## config.mk

```make
export PLATFORM = sky130hd
export DESIGN_NAME = wdg_guard
export DESIGN_NICKNAME = d
export VERILOG_FILES = /design/src/rtl/wdg_pkg.sv /design/src/rtl/wdg_unlock.sv /design/src/rtl/wdg_timer.sv /design/src/rtl/wdg_regs.sv /design/src/rtl/wdg_guard.sv
export SDC_FILE = /design/constraint.sdc
export NUM_CORES = 1
export LEC_CHECK = 0
export ABC_AREA = 0
export CORE_ASPECT_RATIO = 0.9
export CORE_MARGIN = 2
export CORE_UTILIZATION = 30
export CTS_BUF_LIST = sky130_fd_sc_hd__clkbuf_8
export CTS_CLUSTER_DIAMETER = 150
export DETAILED_ROUTE_END_ITERATION = 6
export PLACE_DENSITY = 0.57
export SYNTH_ARGS = -nofsm -noshare
export SYNTH_HDL_FRONTEND = slang
export SYNTH_SLANG_ARGS = --single-unit
```

## constraint.sdc

```tcl
create_clock -name clk -period 5.1 [get_ports clk]
set_input_delay 1.02 -clock clk [delete_from_list [all_inputs] [get_ports clk]]
set_output_delay 1.02 -clock clk [all_outputs]
set_load 0.05 [all_outputs]
```

## src/rtl/wdg_pkg.sv

```systemverilog
package wdg_pkg;

   typedef enum logic [1:0] {
      PH_RUN  = 2'd0,
      PH_WARN = 2'd1,
      PH_BITE = 2'd2
   } wdg_phase_e;

   localparam int unsigned A_RESTART = 0;
   localparam int unsigned A_KEY     = 1;
   localparam int unsigned A_CTRL    = 2;
   localparam int unsigned A_LIMIT   = 3;
   localparam int unsigned A_STATUS  = 4;

endpackage

```

## src/rtl/wdg_unlock.sv

```systemverilog
module wdg_unlock #(
   parameter int unsigned DATA_W   = 16,
   parameter int unsigned OPEN_CYC = 3,
   parameter logic [DATA_W-1:0] KEY_A = 'hAA,
   parameter logic [DATA_W-1:0] KEY_B = 'h55
) (
   input  logic              clk,
   input  logic              rst_n,
   input  logic              key_wr_i,
   input  logic [DATA_W-1:0] wdata_i,
   output logic              open_o
);

   logic first_q;
   logic arm;

   initial begin
      a_cfg_open: assert (OPEN_CYC >= 1) else $error("OPEN_CYC must be at least 1");
      a_cfg_keys: assert (KEY_A != KEY_B) else $error("keys must differ");
   end

   // first key seen in the cycle just before; any other cycle drops it
   always_ff @(posedge clk or negedge rst_n) begin
      if (!rst_n) first_q <= 1'b0;
      else        first_q <= key_wr_i && (wdata_i == KEY_A);
   end

   assign arm = first_q && key_wr_i && (wdata_i == KEY_B);

   generate
      if (OPEN_CYC == 1) begin : g_flag
         logic win_q;
         always_ff @(posedge clk or negedge rst_n) begin
            if (!rst_n) win_q <= 1'b0;
            else        win_q <= arm;
         end
         assign open_o = win_q;
      end else begin : g_count
         localparam int unsigned WW = $clog2(OPEN_CYC + 1);
         logic [WW-1:0] win_q;
         always_ff @(posedge clk or negedge rst_n) begin
            if (!rst_n)              win_q <= '0;
            else if (arm)            win_q <= WW'(OPEN_CYC);
            else if (win_q != '0)    win_q <= win_q - 1'b1;
         end
         assign open_o = (win_q != '0);
      end
   endgenerate

   // the window can only open right after the second key write
   a_r2_open_after_key: assert property (@(posedge clk) disable iff (!rst_n)
      $rose(open_o) |-> $past(key_wr_i && (wdata_i == KEY_B)));

endmodule

```

## src/rtl/wdg_timer.sv

```systemverilog
module wdg_timer
   import wdg_pkg::*;
#(
   parameter int unsigned CNT_W     = 16,
   parameter int unsigned GRACE_CYC = 512,
   parameter int unsigned HOLD_CYC  = 16
) (
   input  logic             clk,
   input  logic             rst_n,
   input  logic             en_i,
   input  logic             warn_mode_i,
   input  logic [CNT_W-1:0] limit_i,
   input  logic             restart_i,
   output logic             irq_o,
   output logic             bite_o,
   output logic             bite_start_o,
   output logic             bite_done_o
);

   localparam int unsigned GW = $clog2(GRACE_CYC);
   localparam int unsigned HW = $clog2(HOLD_CYC);

   wdg_phase_e     phase_q;
   logic [CNT_W-1:0] cnt_q;
   logic [GW-1:0]    grace_q;
   logic [HW-1:0]    hold_q;
   logic             expire;
   logic             grace_end;

   initial begin
      a_cfg_grace: assert (GRACE_CYC >= 2) else $error("GRACE_CYC too small");
      a_cfg_hold:  assert (HOLD_CYC >= 2)  else $error("HOLD_CYC too small");
   end

   assign expire      = (phase_q == PH_RUN) && en_i && !restart_i && (cnt_q == limit_i);
   assign grace_end   = (phase_q == PH_WARN) && !restart_i && (grace_q == GW'(GRACE_CYC - 1));
   assign bite_start_o = (expire && !warn_mode_i) || grace_end;
   assign bite_done_o  = (phase_q == PH_BITE) && (hold_q == HW'(HOLD_CYC - 1));
   assign irq_o        = (phase_q == PH_WARN);
   assign bite_o       = (phase_q == PH_BITE);

   always_ff @(posedge clk or negedge rst_n) begin
      if (!rst_n) begin
         phase_q <= PH_RUN;
         cnt_q   <= '0;
         grace_q <= '0;
         hold_q  <= '0;
      end else begin
         unique case (phase_q)
            PH_RUN: begin
               if (!en_i || restart_i) begin
                  cnt_q <= '0;
               end else if (expire) begin
                  cnt_q <= '0;
                  if (warn_mode_i) begin
                     phase_q <= PH_WARN;
                     grace_q <= '0;
                  end else begin
                     phase_q <= PH_BITE;
                     hold_q  <= '0;
                  end
               end else begin
                  cnt_q <= cnt_q + 1'b1;
               end
            end
            PH_WARN: begin
               if (restart_i) begin
                  phase_q <= PH_RUN;
                  cnt_q   <= '0;
               end else if (grace_end) begin
                  phase_q <= PH_BITE;
                  hold_q  <= '0;
               end else begin
                  grace_q <= grace_q + 1'b1;
               end
            end
            PH_BITE: begin
               if (bite_done_o) begin
                  phase_q <= PH_RUN;
                  cnt_q   <= '0;
               end else begin
                  hold_q <= hold_q + 1'b1;
               end
            end
            default: phase_q <= PH_RUN;
         endcase
      end
   end

   // once warned, only a restart can avoid the hard reset
   a_r6_warn_leads_bite: assert property (@(posedge clk) disable iff (!rst_n)
      (irq_o && !restart_i) |=> (irq_o || bite_o));
   // direct mode never raises the warning
   a_r7_direct_no_irq: assert property (@(posedge clk) disable iff (!rst_n)
      (phase_q == PH_RUN && !warn_mode_i) |=> !irq_o);
   // the reset pulse is not cut short
   a_r8_bite_held: assert property (@(posedge clk) disable iff (!rst_n)
      (bite_o && !bite_done_o) |=> bite_o);
   // a restart outside the reset pulse clears any pending outcome
   a_r5_restart_clears: assert property (@(posedge clk) disable iff (!rst_n)
      (restart_i && !bite_o) |=> (!irq_o && !bite_o));

endmodule

```

## src/rtl/wdg_regs.sv

```systemverilog
module wdg_regs
   import wdg_pkg::*;
#(
   parameter int unsigned DATA_W = 16,
   parameter int unsigned ADDR_W = 3,
   parameter int unsigned CNT_W  = 16,
   parameter logic [CNT_W-1:0] LIMIT_INIT = 'h0100
) (
   input  logic              clk,
   input  logic              rst_n,
   input  logic              wr_i,
   input  logic [ADDR_W-1:0] addr_i,
   input  logic [DATA_W-1:0] wdata_i,
   input  logic              open_i,
   input  logic              bite_start_i,
   input  logic              bite_done_i,
   output logic              en_o,
   output logic              warn_mode_o,
   output logic [CNT_W-1:0]  limit_o,
   output logic [DATA_W-1:0] rdata_o
);

   logic en_q, mode_q, wd_cause_q, pin_cause_q;
   logic [CNT_W-1:0] limit_q;
   logic wr_ctrl, wr_limit, wr_stat;

   initial begin
      a_cfg_width: assert (CNT_W <= DATA_W && DATA_W >= 8) else $error("bad widths");
      a_cfg_addr:  assert (ADDR_W >= 3) else $error("ADDR_W too small");
   end

   assign wr_ctrl  = wr_i && (addr_i == ADDR_W'(A_CTRL));
   assign wr_limit = wr_i && (addr_i == ADDR_W'(A_LIMIT));
   assign wr_stat  = wr_i && (addr_i == ADDR_W'(A_STATUS));

   always_ff @(posedge clk or negedge rst_n) begin
      if (!rst_n) begin
         en_q    <= 1'b0;
         mode_q  <= 1'b0;
         limit_q <= LIMIT_INIT;
      end else if (bite_done_i) begin
         en_q    <= 1'b0;
         mode_q  <= 1'b0;
         limit_q <= LIMIT_INIT;
      end else begin
         if (wr_ctrl && open_i && !en_q) begin
            en_q   <= wdata_i[0];
            mode_q <= wdata_i[1];
         end
         if (wr_limit && open_i) limit_q <= wdata_i[CNT_W-1:0];
      end
   end

   always_ff @(posedge clk or negedge rst_n) begin
      if (!rst_n) begin
         wd_cause_q  <= 1'b0;
         pin_cause_q <= 1'b1;
      end else begin
         if (bite_start_i)                 wd_cause_q  <= 1'b1;
         else if (wr_stat && wdata_i[0])   wd_cause_q  <= 1'b0;
         if (wr_stat && wdata_i[1])        pin_cause_q <= 1'b0;
      end
   end

   always_comb begin
      rdata_o = '0;
      unique case (addr_i)
         ADDR_W'(A_KEY):    rdata_o[0]       = open_i;
         ADDR_W'(A_CTRL):   rdata_o[1:0]     = {mode_q, en_q};
         ADDR_W'(A_LIMIT):  rdata_o[CNT_W-1:0] = limit_q;
         ADDR_W'(A_STATUS): rdata_o[1:0]     = {pin_cause_q, wd_cause_q};
         default:           rdata_o          = '0;
      endcase
   end

   assign en_o        = en_q;
   assign warn_mode_o = mode_q;
   assign limit_o     = limit_q;

   // the limit moves only inside the window or at the end of a reset
   a_r3_limit_guarded: assert property (@(posedge clk) disable iff (!rst_n)
      (!open_i && !bite_done_i) |=> $stable(limit_q));
   // software cannot turn the watchdog off
   a_r4_enable_sticky: assert property (@(posedge clk) disable iff (!rst_n)
      (en_q && !bite_done_i) |=> en_q);
   // the watchdog cause flag holds until software clears it
   a_r9_cause_holds: assert property (@(posedge clk) disable iff (!rst_n)
      (wd_cause_q && !(wr_stat && wdata_i[0])) |=> wd_cause_q);

endmodule

```

## src/rtl/wdg_guard.sv

```systemverilog
module wdg_guard
   import wdg_pkg::*;
#(
   parameter int unsigned DATA_W    = 16,
   parameter int unsigned ADDR_W    = 3,
   parameter int unsigned CNT_W     = 16,
   parameter int unsigned OPEN_CYC  = 3,
   parameter int unsigned GRACE_CYC = 512,
   parameter int unsigned HOLD_CYC  = 16,
   parameter logic [DATA_W-1:0] KEY_A = 'hAA,
   parameter logic [DATA_W-1:0] KEY_B = 'h55,
   parameter logic [CNT_W-1:0]  LIMIT_INIT = 'h0100
) (
   input  logic              clk,
   input  logic              rst_pin_n,
   input  logic              bus_we,
   input  logic [ADDR_W-1:0] bus_addr,
   input  logic [DATA_W-1:0] bus_wdata,
   output logic [DATA_W-1:0] bus_rdata,
   output logic              wd_irq,
   output logic              wd_rst
);

   logic wr_ok, key_wr, restart, open;
   logic en, warn_mode, bite_start, bite_done;
   logic [CNT_W-1:0] limit;

   // the processor is held in reset during the pulse: its bus is ignored
   assign wr_ok   = bus_we && !wd_rst;
   assign key_wr  = wr_ok && (bus_addr == ADDR_W'(A_KEY));
   assign restart = wr_ok && (bus_addr == ADDR_W'(A_RESTART));

   wdg_unlock #(
      .DATA_W(DATA_W), .OPEN_CYC(OPEN_CYC), .KEY_A(KEY_A), .KEY_B(KEY_B)
   ) unlock_i (
      .clk(clk), .rst_n(rst_pin_n), .key_wr_i(key_wr),
      .wdata_i(bus_wdata), .open_o(open)
   );

   wdg_regs #(
      .DATA_W(DATA_W), .ADDR_W(ADDR_W), .CNT_W(CNT_W), .LIMIT_INIT(LIMIT_INIT)
   ) regs_i (
      .clk(clk), .rst_n(rst_pin_n), .wr_i(wr_ok), .addr_i(bus_addr),
      .wdata_i(bus_wdata), .open_i(open), .bite_start_i(bite_start),
      .bite_done_i(bite_done), .en_o(en), .warn_mode_o(warn_mode),
      .limit_o(limit), .rdata_o(bus_rdata)
   );

   wdg_timer #(
      .CNT_W(CNT_W), .GRACE_CYC(GRACE_CYC), .HOLD_CYC(HOLD_CYC)
   ) timer_i (
      .clk(clk), .rst_n(rst_pin_n), .en_i(en), .warn_mode_i(warn_mode),
      .limit_i(limit), .restart_i(restart), .irq_o(wd_irq), .bite_o(wd_rst),
      .bite_start_o(bite_start), .bite_done_o(bite_done)
   );

   // a hard reset pulse always ends with the watchdog disarmed
   a_r8_disarm_after_bite: assert property (@(posedge clk) disable iff (!rst_pin_n)
      $fell(wd_rst) |-> !en);

endmodule

```

==> metrics.yaml <==
setup_path:
  cp-end-kind: "output pin"
  path_class: "input pin to output pin"
  path_max_fanout: 14
  cpMostUsedCell: "clkdlybuf4s50_1"
  required_ps: 4080
  slowest_delay_ps: 810
  worstRegToRegCells: 8
  arrival_ps: 3370
  cpMaxStageDelayCell: "clkdlybuf4s50_1"
  ff2ff_setup_slack_ps: 2220
  path_cells: "clkdlybuf4s50_1, nand2b_1, nor2_1, and2_1, clkdlybuf4s50_1"
  worst_setup_path_start_kind: "input pin"
placement:
  dp_hpwl_um: 5780
  place_inst: 552
  place.gp.congestion: 0.807
  io_buffers: 39
finish:
  fin_nets: 438
  nFillCells: 1116
  drive_above_1_share_pct: 7.35
  syn_to_final_growth_pct: 18.0
  final_core_util_pct: 36.4
  multi_input_area_mm2: 0.00185
  antenna_cells: 0
  layoutNonFillerInstCount: 560
  register_area_mm2: 0.00135
die:
  pin_count: 40
  num_rows: 36
  die_area_mm2: 0.0120
  die_h_um: 104
  die_x_um: 115
  initial_core_util_pct: 30.8
  core-area_mm2: 0.0109
logic_synthesis:
  synthMuxAreaShare_pct: 0.934
  yosysUniqueCellTypes: 60
  synthFlopType: "dfrtp_1"
  syn-instance-count: 375
  synth_warnings: 0
  synth_edf_count: 0
  synth-compound-area-share_pct: 18.0
  synth_top_family_by_area: "simple AND/OR/NAND/NOR gates"
  synth-simple-area-share_pct: 28.3
  syn-cell-area_mm2: 0.00335
  syn_avg_cell_area_um2: 8.93
  async_flop_share_pct: 100
  synth-adder-area-share_pct: 3.36
  ys_seq_elements: 54
  syn_nets: 406
  synth_seq_area_share_pct: 40.4
  synth_xor_area_share_pct: 4.45
global_routing:
  grt_remaining_overflow: 0
  track_usage_pct: 13.7
  grt_pass1_vias: 2721
  met2_usage_pct: 21.4
  grt_max_degree: 55
  antenna_found_initial: 0
  grt_pass1_wl_um: 13500
  grt_use_met1_pct: 19.8
  globalRoute.busiestLayer: "met2"
  grt_use_met3_pct: 2.21
timing:
  finalCritPeriodShare_pct: 86.0
  drv_slew: 0
  fin_setup_tns_ps: 0
  final_hold_viol_count: 0
  slew_headroom_pct: 49.8
  setup-violations-final: 0
  clock_skew_ps: 10.0
  max_freq_mhz: 228
  worst_slew_pin_slew_ps: 753
  fin_crit_ps: 4390
  rsz0062_at_grt: "false"
power_and_ir_drop:
  vdd_drop_max_v: 0.000102
  combPwrFrac_pct: 15.8
  p_leak_nw: 1.62
  p_switching_w: 0.000255
  p_seq_share_pct: 52.3
  switching_share_pct: 27.9
  p_int_w: 0.000657
  pwr-share-clk_pct: 31.9
  finalPower_w: 0.000912
  powerDensity_mw_per_mm2: 231
clocking:
  clkTransAtPathRegs_ps: 90
  clockRootBuffer: "clkbuf_8"
  clk_latency_ps: 310
  cts_made_buffers: 5
  cts_tree: "done"
  post_cts_buffers: 0
  cts_resized: 0
  clock_path_buffers: 2
  cts.sinks: 54
  ctsHtreeMaxLevel: 2
  hold_buffers: 0
flow_run:
  drv_cap: 0
route:
  drc: 0
  wirelength_um: 7980
  routed_via_density: 5.01
  drt_iter0_drc: 123
  wl_per_cell_um: 14.3
  vias: 2803
  drt-pass1-iter-count: 4
  ant_nets: 0
min_path:
  min_path_cells: 1
  hp-class: "flop to flop"
outcome:
  status: "finished clean"
state kept, by name, summed over array words and instances (netlist names):
signal	count
timer_i.cnt_q	16
regs_i.warn_mode_o	1
regs_i.pin_cause_q	1
regs_i.limit_o	16
timer_i.hold_q	4
regs_i.wd_cause_q	1
unlock_i.g_count.win_q	2
timer_i.grace_q	9
regs_i.en_o	1
unlock_i.first_q	1
timer_i.phase_q	2
cells by family (layout without fill, tap and decap cells):
| family | after synthesis | after routing |
|---|---|---|
| muxes | 3 | 3 |
| DFF | 54 | 54 |
| and+or+nand+nor | 181 | 181 |
| adders and majority gates | 9 | 9 |
| xor gates and xnor gates | 17 | 17 |
| AOI/OAI and AO/OA | 82 | 82 |
| buffers and inverters | 29 | 62 |
synth_stat cells, types with 2 or more instances:
cell	count	area share (%)
a211oi_1	2	0.45
ha_1	9	3.4
o21ai_0	27	4.0
nor3_1	2	0.30
inv_1	13	1.5
nor2_1	18	2.0
dfstp_2	2	1.6
nand2b_1	5	0.93
nand3b_1	3	0.67
a21oi_1	7	1.0
o211ai_1	5	1.1
nand4_1	5	0.93
mux2i_1	2	0.60
nand2_1	72	8.1
nor4b_1	2	0.52
and2_1	16	3.0
xor2_1	5	1.3
nand2b_4	2	0.82
nor4bb_1	3	0.90
a22o_1	9	2.4
o22ai_1	3	0.56
xnor2_1	12	3.1
nand3_1	21	3.1
dfrtp_1	52	39
and3_1	5	0.93
nor2b_1	4	0.75
o31ai_1	3	0.67
clkbuf_1	9	1.0
or3_1	5	0.93
buf_6	5	1.7
a22oi_1	2	0.45
a21o_1	9	2.0
o311ai_2	2	0.97
or2_2	2	0.37
nor4_1	7	1.3
cell type report:
class / count / area share [%]
Clock buffer: 5 / 1.74
Sequential cell: 54 / 34.3
Timing Repair Buffer: 41 / 10.1
Inverter: 13 / 1.23
Tap cell: 152 / 4.81
Multi-Input combinational cell: 292 / 46.8
Clock inverter: 3 / 1.04
worst max-delay path, delay by kind of cell:
family                 cells  cell delay (ps)
buffers and inverters      2             1420
AND/OR/NAND/NOR            3              930
metrics by stage:
stage,area [um^2],setup WS (ps),hold WS [ps]
floorplan,3350,1970,455
global placement,3840,793,469
detailed placement,3840,690,476
CTS,3950,686,490
global route,3950,487,510
finish,3950,713,489
power groups by stage:
stage | sequential [W] | clock [W] | combinational [W]
2_1_floorplan | 0.000474 | 0 | 0.0000915
3_3_place_gp | 0.000485 | 0 | 0.000143
3_5_place_dp | 0.000486 | 0 | 0.000145
4_1_cts | 0.000478 | 0.000300 | 0.000146
5_1_grt | 0.000481 | 0.000315 | 0.000161
6_report | 0.000477 | 0.000291 | 0.000144
worst paths after layout:
kind	startpoint	endpoint
min reg2reg	regs_i.pin_cause_q$_DFFE_PN1P_	regs_i.pin_cause_q$_DFFE_PN1P_
max	bus_addr[0]	bus_rdata[8]
min in group asynchronous	rst_pin_n	timer_i.grace_q[2]$_DFFE_PN0P_
min	regs_i.pin_cause_q$_DFFE_PN1P_	regs_i.pin_cause_q$_DFFE_PN1P_
max in group asynchronous	rst_pin_n	regs_i.limit_o[1]$_DFFE_PN0P_
max reg2reg	timer_i.phase_q[0]$_DFFE_PN0P_	timer_i.cnt_q[15]$_DFFE_PN0P_
layout by cell type, fill, tap and decap left out, drive strengths merged, types with 4 or more instances in the layout:
| cell | Yosys | final |
|---|---|---|
| clkdlybuf4s50 | 0 | 38 |
| clkbuf | 9 | 5 |
| and3 | 6 | 6 |
| nand2b | 7 | 7 |
| o21ai | 27 | 27 |
| inv | 13 | 14 |
| ha | 9 | 9 |
| xnor2 | 12 | 12 |
| nand3 | 22 | 22 |
| dfrtp | 52 | 52 |
| nor2b | 4 | 4 |
| a22o | 9 | 9 |
| or3 | 5 | 5 |
| a21o | 9 | 9 |
| o211ai | 6 | 6 |
| nor2 | 18 | 18 |
| a21oi | 9 | 9 |
| and2 | 16 | 16 |
| nor4 | 7 | 7 |
| nand4 | 5 | 5 |
| nand2 | 73 | 73 |
| xor2 | 5 | 5 |
per-layer routing:
layer	vias to the layer above	wire (um)
met1	1341	3980
met2	67	3620
met3	7	320
met5	-	0
li1	1388	-
met4	0	59
Power figures use the tool's default switching activity.
